--- src/rtl/flux_rec_pkg.sv ---
package flux_rec_pkg;
  localparam int DEF_CNT_W   = 4;
  localparam int DEF_CELL_W  = 4;
  localparam int DEF_SYNC_N  = 2;
endpackage

--- src/rtl/flux_sync.sv ---
module flux_sync #(
  parameter int STAGES = flux_rec_pkg::DEF_SYNC_N
) (
  input  logic clk_i,
  input  logic rst_ni,
  input  logic flux_i,
  output logic edge_o
);
  // [STAGES-1:0] synchronizer, [STAGES] previous synchronized level
  logic [STAGES:0] sh_q;

  always_ff @(posedge clk_i or negedge rst_ni) begin
    if (!rst_ni) sh_q <= '0;
    else         sh_q <= {sh_q[STAGES-1:0], flux_i};
  end

  assign edge_o = sh_q[STAGES-1] & ~sh_q[STAGES];


  single_edge_chk: assert property (@(posedge clk_i) disable iff (!rst_ni)
    edge_o |=> !edge_o);
endmodule

--- src/rtl/cell_timer.sv ---
module cell_timer #(
  parameter int CNT_W  = flux_rec_pkg::DEF_CNT_W,
  parameter int CELL_W = flux_rec_pkg::DEF_CELL_W
) (
  input  logic              clk_i,
  input  logic              rst_ni,
  input  logic              edge_i,
  input  logic [CNT_W-1:0]  preset_i,
  output logic              samp_q_o,
  output logic [CELL_W-1:1] cell_nx_o
);
  localparam int SAMP = CELL_W - 3;

  logic [CNT_W-1:0]  cyc_q, cyc_d, preset_q;
  logic [CELL_W-1:0] cell_q, cell_d;
  logic              active_q, active_d, term, wrap;

  assign term = &cyc_q;

  always_comb begin
    cyc_d  = cyc_q + 1'b1;
    cell_d = cell_q;
    wrap   = 1'b0;
    if (edge_i) begin
      cyc_d  = preset_q;
      cell_d = '0;
    end else if (term) begin
      cyc_d  = preset_q;
      cell_d = cell_q + 1'b1;
      wrap   = &cell_q;
    end
  end

  always_comb begin
    active_d = active_q;
    if (edge_i)    active_d = 1'b1;
    else if (wrap) active_d = 1'b0;
  end

  always_ff @(posedge clk_i or negedge rst_ni) begin
    if (!rst_ni) begin
      cyc_q    <= '0;
      cell_q   <= '0;
      active_q <= 1'b0;
      preset_q <= '0;
    end else begin
      cyc_q    <= cyc_d;
      cell_q   <= cell_d;
      active_q <= active_d;
      if (!active_q) preset_q <= preset_i;
    end
  end

  assign samp_q_o  = cell_q[SAMP];
  assign cell_nx_o = cell_d[CELL_W-1:1];


  edge_load_chk: assert property (@(posedge clk_i) disable iff (!rst_ni)
    edge_i |=> (cell_q == '0) && (cyc_q == $past(preset_q)));

  cell_step_chk: assert property (@(posedge clk_i) disable iff (!rst_ni)
    (!edge_i && term) |=> cell_q == CELL_W'($past(cell_q) + 1'b1));

  cell_hold_chk: assert property (@(posedge clk_i) disable iff (!rst_ni)
    (!edge_i && !term) |=> $stable(cell_q) && (cyc_q == CNT_W'($past(cyc_q) + 1'b1)));

  preset_hold_chk: assert property (@(posedge clk_i) disable iff (!rst_ni)
    active_q |=> $stable(preset_q));
endmodule

--- src/rtl/bit_slicer.sv ---
module bit_slicer #(
  parameter int CELL_W = flux_rec_pkg::DEF_CELL_W
) (
  input  logic              clk_i,
  input  logic              rst_ni,
  input  logic              samp_q_i,
  input  logic [CELL_W-1:1] cell_nx_i,
  output logic              bit_o,
  output logic              bit_vld_o,
  output logic              mid_o
);
  localparam int SAMP = CELL_W - 3;

  logic rise, fall;
  assign rise = ~samp_q_i & cell_nx_i[SAMP];
  assign fall = samp_q_i & ~cell_nx_i[SAMP];

  always_ff @(posedge clk_i or negedge rst_ni) begin
    if (!rst_ni) begin
      bit_o     <= 1'b0;
      bit_vld_o <= 1'b0;
      mid_o     <= 1'b0;
    end else begin
      bit_vld_o <= rise;
      mid_o     <= fall;
      if (rise) bit_o <= ~|cell_nx_i[CELL_W-1:CELL_W-2];
    end
  end


  bit_hold_chk: assert property (@(posedge clk_i) disable iff (!rst_ni)
    !bit_vld_o |-> $stable(bit_o));

  vld_pulse_chk: assert property (@(posedge clk_i) disable iff (!rst_ni)
    bit_vld_o |=> !bit_vld_o);

  mid_excl_chk: assert property (@(posedge clk_i) disable iff (!rst_ni)
    mid_o |-> !bit_vld_o);
endmodule

--- src/rtl/flux_cell_recovery.sv ---
module flux_cell_recovery #(
  parameter int CNT_W  = flux_rec_pkg::DEF_CNT_W,
  parameter int CELL_W = flux_rec_pkg::DEF_CELL_W,
  parameter int SYNC_N = flux_rec_pkg::DEF_SYNC_N
) (
  input  logic             clk_i,
  input  logic             rst_ni,
  input  logic             flux_i,
  input  logic [CNT_W-1:0] preset_i,
  output logic             bit_o,
  output logic             bit_vld_o,
  output logic             mid_o
);
  logic              flux_edge;
  logic              samp_q;
  logic [CELL_W-1:1] cell_nx;

  flux_sync #(.STAGES(SYNC_N)) u_sync (
    .clk_i (clk_i),
    .rst_ni(rst_ni),
    .flux_i(flux_i),
    .edge_o(flux_edge)
  );

  cell_timer #(.CNT_W(CNT_W), .CELL_W(CELL_W)) u_timer (
    .clk_i    (clk_i),
    .rst_ni   (rst_ni),
    .edge_i   (flux_edge),
    .preset_i (preset_i),
    .samp_q_o (samp_q),
    .cell_nx_o(cell_nx)
  );

  bit_slicer #(.CELL_W(CELL_W)) u_slicer (
    .clk_i    (clk_i),
    .rst_ni   (rst_ni),
    .samp_q_i (samp_q),
    .cell_nx_i(cell_nx),
    .bit_o    (bit_o),
    .bit_vld_o(bit_vld_o),
    .mid_o    (mid_o)
  );
endmodule

--- config.mk ---
export PLATFORM = sky130hd
export DESIGN_NAME = flux_cell_recovery
export DESIGN_NICKNAME = d
export VERILOG_FILES = /design/src/rtl/flux_rec_pkg.sv /design/src/rtl/flux_sync.sv /design/src/rtl/cell_timer.sv /design/src/rtl/bit_slicer.sv /design/src/rtl/flux_cell_recovery.sv
export SDC_FILE = /design/constraint.sdc
export NUM_CORES = 1
export LEC_CHECK = 0
export ABC_AREA = 1
export BUFFER_PORTS_ARGS = -buffer_cell sky130_fd_sc_hd__buf_2
export CAP_MARGIN = 20
export CORE_ASPECT_RATIO = 1.5
export CORE_MARGIN = 2
export CORE_UTILIZATION = 30
export CTS_CLUSTER_DIAMETER = 30
export DETAILED_ROUTE_END_ITERATION = 16
export PLACE_DENSITY = 0.53
export SLEW_MARGIN = 20
export SYNTH_ARGS = -nofsm -noshare
export SYNTH_HDL_FRONTEND = slang
export SYNTH_SLANG_ARGS = --single-unit
--- constraint.sdc ---
create_clock -name clk_i -period 1.5 [get_ports clk_i]
set_input_delay 0.075 -clock clk_i [delete_from_list [all_inputs] [get_ports clk_i]]
set_output_delay 0.075 -clock clk_i [all_outputs]
set_load 0.05 [all_outputs]
After elaboration in Yosys (flattened, before gate mapping)
Cells that the tools add are included.
W data, S select, Z words.
{ "word_totals": {"mem_count": 0, "ff_bits": 19, "latch_bits": 0, "input_bits": 7, "elab_cells": 31, "romBits": 0, "mem_bits_rw": 0, "out_inout_bits": 3} }
{ "classes": {"n_lt_le_gt_ge": 0, "multipliers": 0, "eq_ne": 0, "div": 0, "add_sub_neg": 2, "n_reduce_logical": 6, "shift": 0, "n_mux": 8, "bitwise_logic": 6} }
{ "ops": {"columns": ["cell", "n"], "rows": [
  ["$mux W4", 4],
  ["$add A4 B1 Y4 const B", 2],
  ["$reduce_and A4 Y1", 2],
  ["$mux W1", 4],
  ["$reduce_bool A2 Y1", 2],
  ["$and A1 B1 Y1", 3],
  ["$not A1 Y1", 3],
  ["$reduce_or A2 Y1", 1],
  ["$logic_not A1 Y1", 1]
]} }

Depth between registers and ports, before layout
{ "depth": {"depth_word": 5, "ltp_mapped": 8, "depth_no_buf": 8} }

Cells and area by module
Synthesis repeated with hierarchy kept, for this count alone.
{ "hier_totals": {"cells_unflattened": 80, "area_unflattened_um2": 822.0} }
{ "modules_own_cells": {"columns": ["mod", "cells_each", "instances", "area_each_um2", "seq_area_each_um2"], "rows": [
  ["cell_timer", 63, 1, 625.6, 325.3],
  ["bit_slicer", 12, 1, 111.4, 75.1],
  ["flux_sync", 5, 1, 85.1, 75.1]
]} }

Worst setup path before layout
OpenSTA, ideal clock, no wires.
{ "synth_path": {"path_type": "register -> register", "startpoint": "register u_timer.cyc_q[0]", "endpoint": "register u_slicer.bit_o", "path_stages_with_launch": 8, "arrival_ns": 1.026, "t_required_ns": 1.382, "path_buffers": 0, "setup_slack_ns": 0.356, "synth_period_minus_slack_ns": 1.144, "setup_time_ns": 0.118, "cell_sequence": "dfrtp_1 ha_1 nand2_2 nor2_8 o21ai_1 nand3_1 nand3_1 nand2_1"} }
{ "synth_between": {"elab_chain_len": 5, "elab_cells_between_ends": 6, "classes_between": "mux (2); bitwise (1); reduce/logical (3)"} }
{ "synth_lines": {"columns": ["item", "line", "rtl"], "rows": [
  ["start, declared", "cell_timer.sv:14", "logic [CNT_W-1:0] cyc_q, cyc_d, preset_q;"],
  ["start signal, assigned", "cell_timer.sv:47", "cyc_q <= cyc_d;"],
  ["$reduce_and A4 Y1 (*)", "cell_timer.sv:18", "assign term = &cyc_q;"],
  ["$mux W4 (*)", "cell_timer.sv:27", "end else if (term) begin"],
  ["$mux W4 (*)", "cell_timer.sv:24", "if (edge_i) begin"],
  ["$reduce_or A2 Y1", "bit_slicer.sv:26", "if (rise) bit_o <= ~|cell_nx_i[CELL_W-1:CELL_W-2];"],
  ["$logic_not A1 Y1", "bit_slicer.sv:26", null],
  ["end signal, assigned", "bit_slicer.sv:26", null],
  ["end, declared", "bit_slicer.sv:8", "output logic bit_o,"]
]} }
Mark *: on every way between the ends. The rest lies on a longest branch, timed or not. The select of a mux whose other input is x is not followed.
A chain may end at the register's enable or synchronous reset.

Worst setup path in the final report
Same ends and word-level chain as after synthesis.

==> metrics list <==
- Run status: completed
* Clock latency reported for the late side of the worst-skew pair: roughly 0.25 ns
- The max-slew violation total from the final report came to 0.
- HPWL reported at the end of detailed placement: 998 µm
- Path category of the worst min-delay check: in -> reg
- In the routed design, unresolved DRC markers number 0.
- The floorplan has 23 rows.
* Area growth, synth to finish: 19.1%
* Detailed-route wire length: 1310 µm
- In this run, post-CTS repair resized a total of 0 instances.
- The first detailed-routing pass ran for 4 iterations.
- Final estimated routing congestion in global placement: 0.789
* Unrepaired setup endpoints after global routing: false
* Number of global-route vias before repair: 515
* Clock-pin slew on the worst setup and hold paths: 0.07 ns
- After synthesis, the mean cell area works out to 10.3 µm².
* Setup slack on the worst flop-to-flop path: 0.26 ns
* Setup WS pre-CTS: 0.264 ns
* Final setup fails: 0
- Post-layout net count: 104
- Actual transition at the worst max-transition pin: 0.410 ns
* Cell Int Power: 1010 µW
- Total Routing Usage GR: 9.84%
* Top cell type's share of synthesized area: between 50% and 60%
* Number of distinct library cell variants in the gate-level netlist after synthesis: 19
- Remaining max-slew budget at the tightest pin: 72.7%
- TritonCTS built the clock tree.
- 10 I/O pins were placed.
- Post-synthesis cell area: 817 µm²
* Total inserted antenna cells: 0
* Number of buffers inserted by post-CTS setup repair: 0
* Instance count of the mapped netlist: 79
- STA classifies the critical path endpoint as a register.
* Sw Ratio: 35.8%
- The worst hold path was traced through 2 stages.
* Ratio of cells with drive above 1 in the final layout: between 20% and 30%
* Clock share of power: ~22%
- Die footprint: around 0.0032 mm²
* Library cell occupying the most area in the post-synthesis netlist: sky130_fd_sc_hd__dfrtp_1
- Most common library cell in the layout ignoring fill and taps: sky130_fd_sc_hd__dfrtp_1
* Clk Tree Root Cell: sky130_fd_sc_hd__clkbuf_8
- Psw: 561 µW
- Detailed Route Iter0 Violations: 17
* CP startpoint kind: register
* Critical-path maximum fanout: 6
- Worst ir drop on vdd: 776 µV
* Number of nets in the synthesized netlist: 88
* Max cap viols: 0
- WL per Instance: 9.99 µm
* Leak: 0.000492 µW
* Share of the yosys chip area belonging to registers: between 50% and 60%
* Worst setup path category: reg -> reg
* Chip width: 46.6 µm
- CTS Sinks: 19
- In this run the tool buffered the top-level ports with 9 buffer cells.
- After floorplanning, the core was sized to cover 0.00262 mm².
* Synth top area cells: sky130_fd_sc_hd__dfrtp_1 58%, sky130_fd_sc_hd__nand2_1 6.4%, sky130_fd_sc_hd__mux2_2 5.5%
* Share of the clock period used by the worst path: 82.6%
- From bottom edge to top edge, the die measures slightly below 70 µm.
- For the final database, setup skew stands at 0.00300 ns.
* Power density over the cells: 1610 mW/mm²
- Counting flops and latches in the post-synthesis netlist gives 19.
* Maximum level of the CTS H-tree: 1
- Detail-routed via count per cell: 4.34
- The initial antenna violation count came to 0.
- The longest clock path from root to sink contains 2 buffers.
- First-pass GRT wire length: 2220 µm
- CP Data Required Time: 1.65 ns
- CTS buffer count: 3
- Overall via count from detail_route: 568
* Residual antenna-violating net count after detailed routing: 0
- The Yosys step of the flow raised 0 warnings.
- The number of endpoints with negative hold slack in the final report was 0.
- Hold Worst Slack: approximately 0.052 ns
- The smallest clock period supported by the final layout is computed as about 1.2 ns.
- Maximum number of pins on one net before global-route repair: 20
- Logic depth of the worst register-to-register path: 7
- Adding up every negative setup slack in the final design gives 0 ns.
* Part of the power in combinational logic: 29.3%
- Sequential power share: 48.3%
- Starting density of the core: 31.2%
- Worst path arrival time: 1.39 ns
* Grt total ovfl: 0
- In the layout the commonest cells are 19 x sky130_fd_sc_hd__dfrtp_1, 14 x sky130_fd_sc_hd__nand2_1, 9 x sky130_fd_sc_hd__inv_1, 9 x sky130_fd_sc_hd__buf_2, 7 x sky130_fd_sc_hd__nand3_1.
* Final critical-path setup slack: 0.261 ns
* Fmax: around 810 MHz
==> area by class of cell <==
class | instances | area, µm²
flip-flops and latches | 19 | 475
multi-input cells | 48 | 297
fillers | 262 | 1650
clock buffers | 4 | 45.0
well taps | 37 | 46.3
repair buffers | 11 | 65.1
inverters | 12 | 45.0
==> registers in the layout (all words and copies together) (netlist names) <==
register and flops:
u_sync.sh_q 3, u_timer.cyc_q 4, u_timer.active_q 1, u_slicer.mid_o 1, u_slicer.bit_o 1, u_timer.cell_q 4, u_slicer.bit_vld_o 1, u_timer.preset_q 4
==> logic make-up (layout without fill, tap and decap cells) <==
group / after synthesis / after routing / synth area share [%]
xor+xnor: 1 / 1 / 1.07
compound gates: 9 / 9 / 5.82
fa+ha+maj: 2 / 2 / 3.06
mux: 4 / 4 / 5.51
simple gates: 32 / 32 / 20.8
buf+inv: 12 / 27 / 5.51
flops: 19 / 19 / 58.2
==> power by group through the flow <==
| stage | clock [µW] | sequential [µW] | combinational [µW] |
|---|---|---|---|
| final | 351 | 757 | 459 |
| after global routing | 381 | 779 | 507 |
| after CTS | 358 | 758 | 466 |
| after detailed placement | 0 | 767 | 457 |
| after global placement | 0 | 764 | 452 |
| after floorplan | 0 | 801 | 304 |
==> Yosys cell counts, drive strengths merged <==
cell,count
nand4,1
dfrtp,19
nand2,16
mux2,4
nor2,7
o21a,1
inv,11
a21oi,2
xor2,1
nand3,8
o21ai,6
ha,2
clkinv,1
==> per-layer routing <==
metal / up-vias / share of wire [%] / GRT usage (%)
met5: - / 0 / 0
met4: 0 / 2.1 / 6.25
met3: 4 / 2.8 / 1.58
met2: 13 / 50 / 15.8
met1: 266 / 45 / 11.9
li1: 285 / - / -
==> worst paths after layout <==
| path | startpoint | endpoint |
|---|---|---|
| min in group asynchronous | rst_ni | u_timer.preset_q[3]$_DFFE_PN0N_ |
| min | preset_i[3] | u_timer.preset_q[3]$_DFFE_PN0N_ |
| max | u_timer.cyc_q[0]$_DFF_PN0_ | u_slicer.bit_o$_DFFE_PN0P_ |
| max in group asynchronous | rst_ni | u_timer.cyc_q[2]$_DFF_PN0_ |
| min reg2reg | u_sync.sh_q[0]$_DFF_PN0_ | u_sync.sh_q[1]$_DFF_PN0_ |
| max reg2reg | u_timer.cyc_q[0]$_DFF_PN0_ | u_slicer.bit_o$_DFFE_PN0P_ |
==> critical path: stages (launching register included) <==
cell and delay (ns):
sky130_fd_sc_hd__dfrtp_1 0.39, sky130_fd_sc_hd__ha_1 0.24, sky130_fd_sc_hd__nand2_2 0.13, sky130_fd_sc_hd__nor2_8 0.05
sky130_fd_sc_hd__o21ai_1 0.07, sky130_fd_sc_hd__nand3_1 0.11, sky130_fd_sc_hd__nand3_1 0.10, sky130_fd_sc_hd__nand2_1 0.05
==> stage by stage <==
stage	instance area, µm²	std cells	total power, µW	util (%)
6_report	973	131	1570	37.2
5_1_grt	973	131	1670	37.2
4_1_cts	973	131	1580	37.2
3_5_place_dp	908	125	1220	34.7
3_3_place_gp	908	125	1220	34.7
2_1_floorplan	817	79	1110	-
==> what timing repair did <==
item / 4_1_cts / 5_1_grt
hold endpoints to repair: 20 / 0
setup endpoints to repair: 0 / 0
hold buffers: 2 / 0
Power figures use the tool's default switching activity.
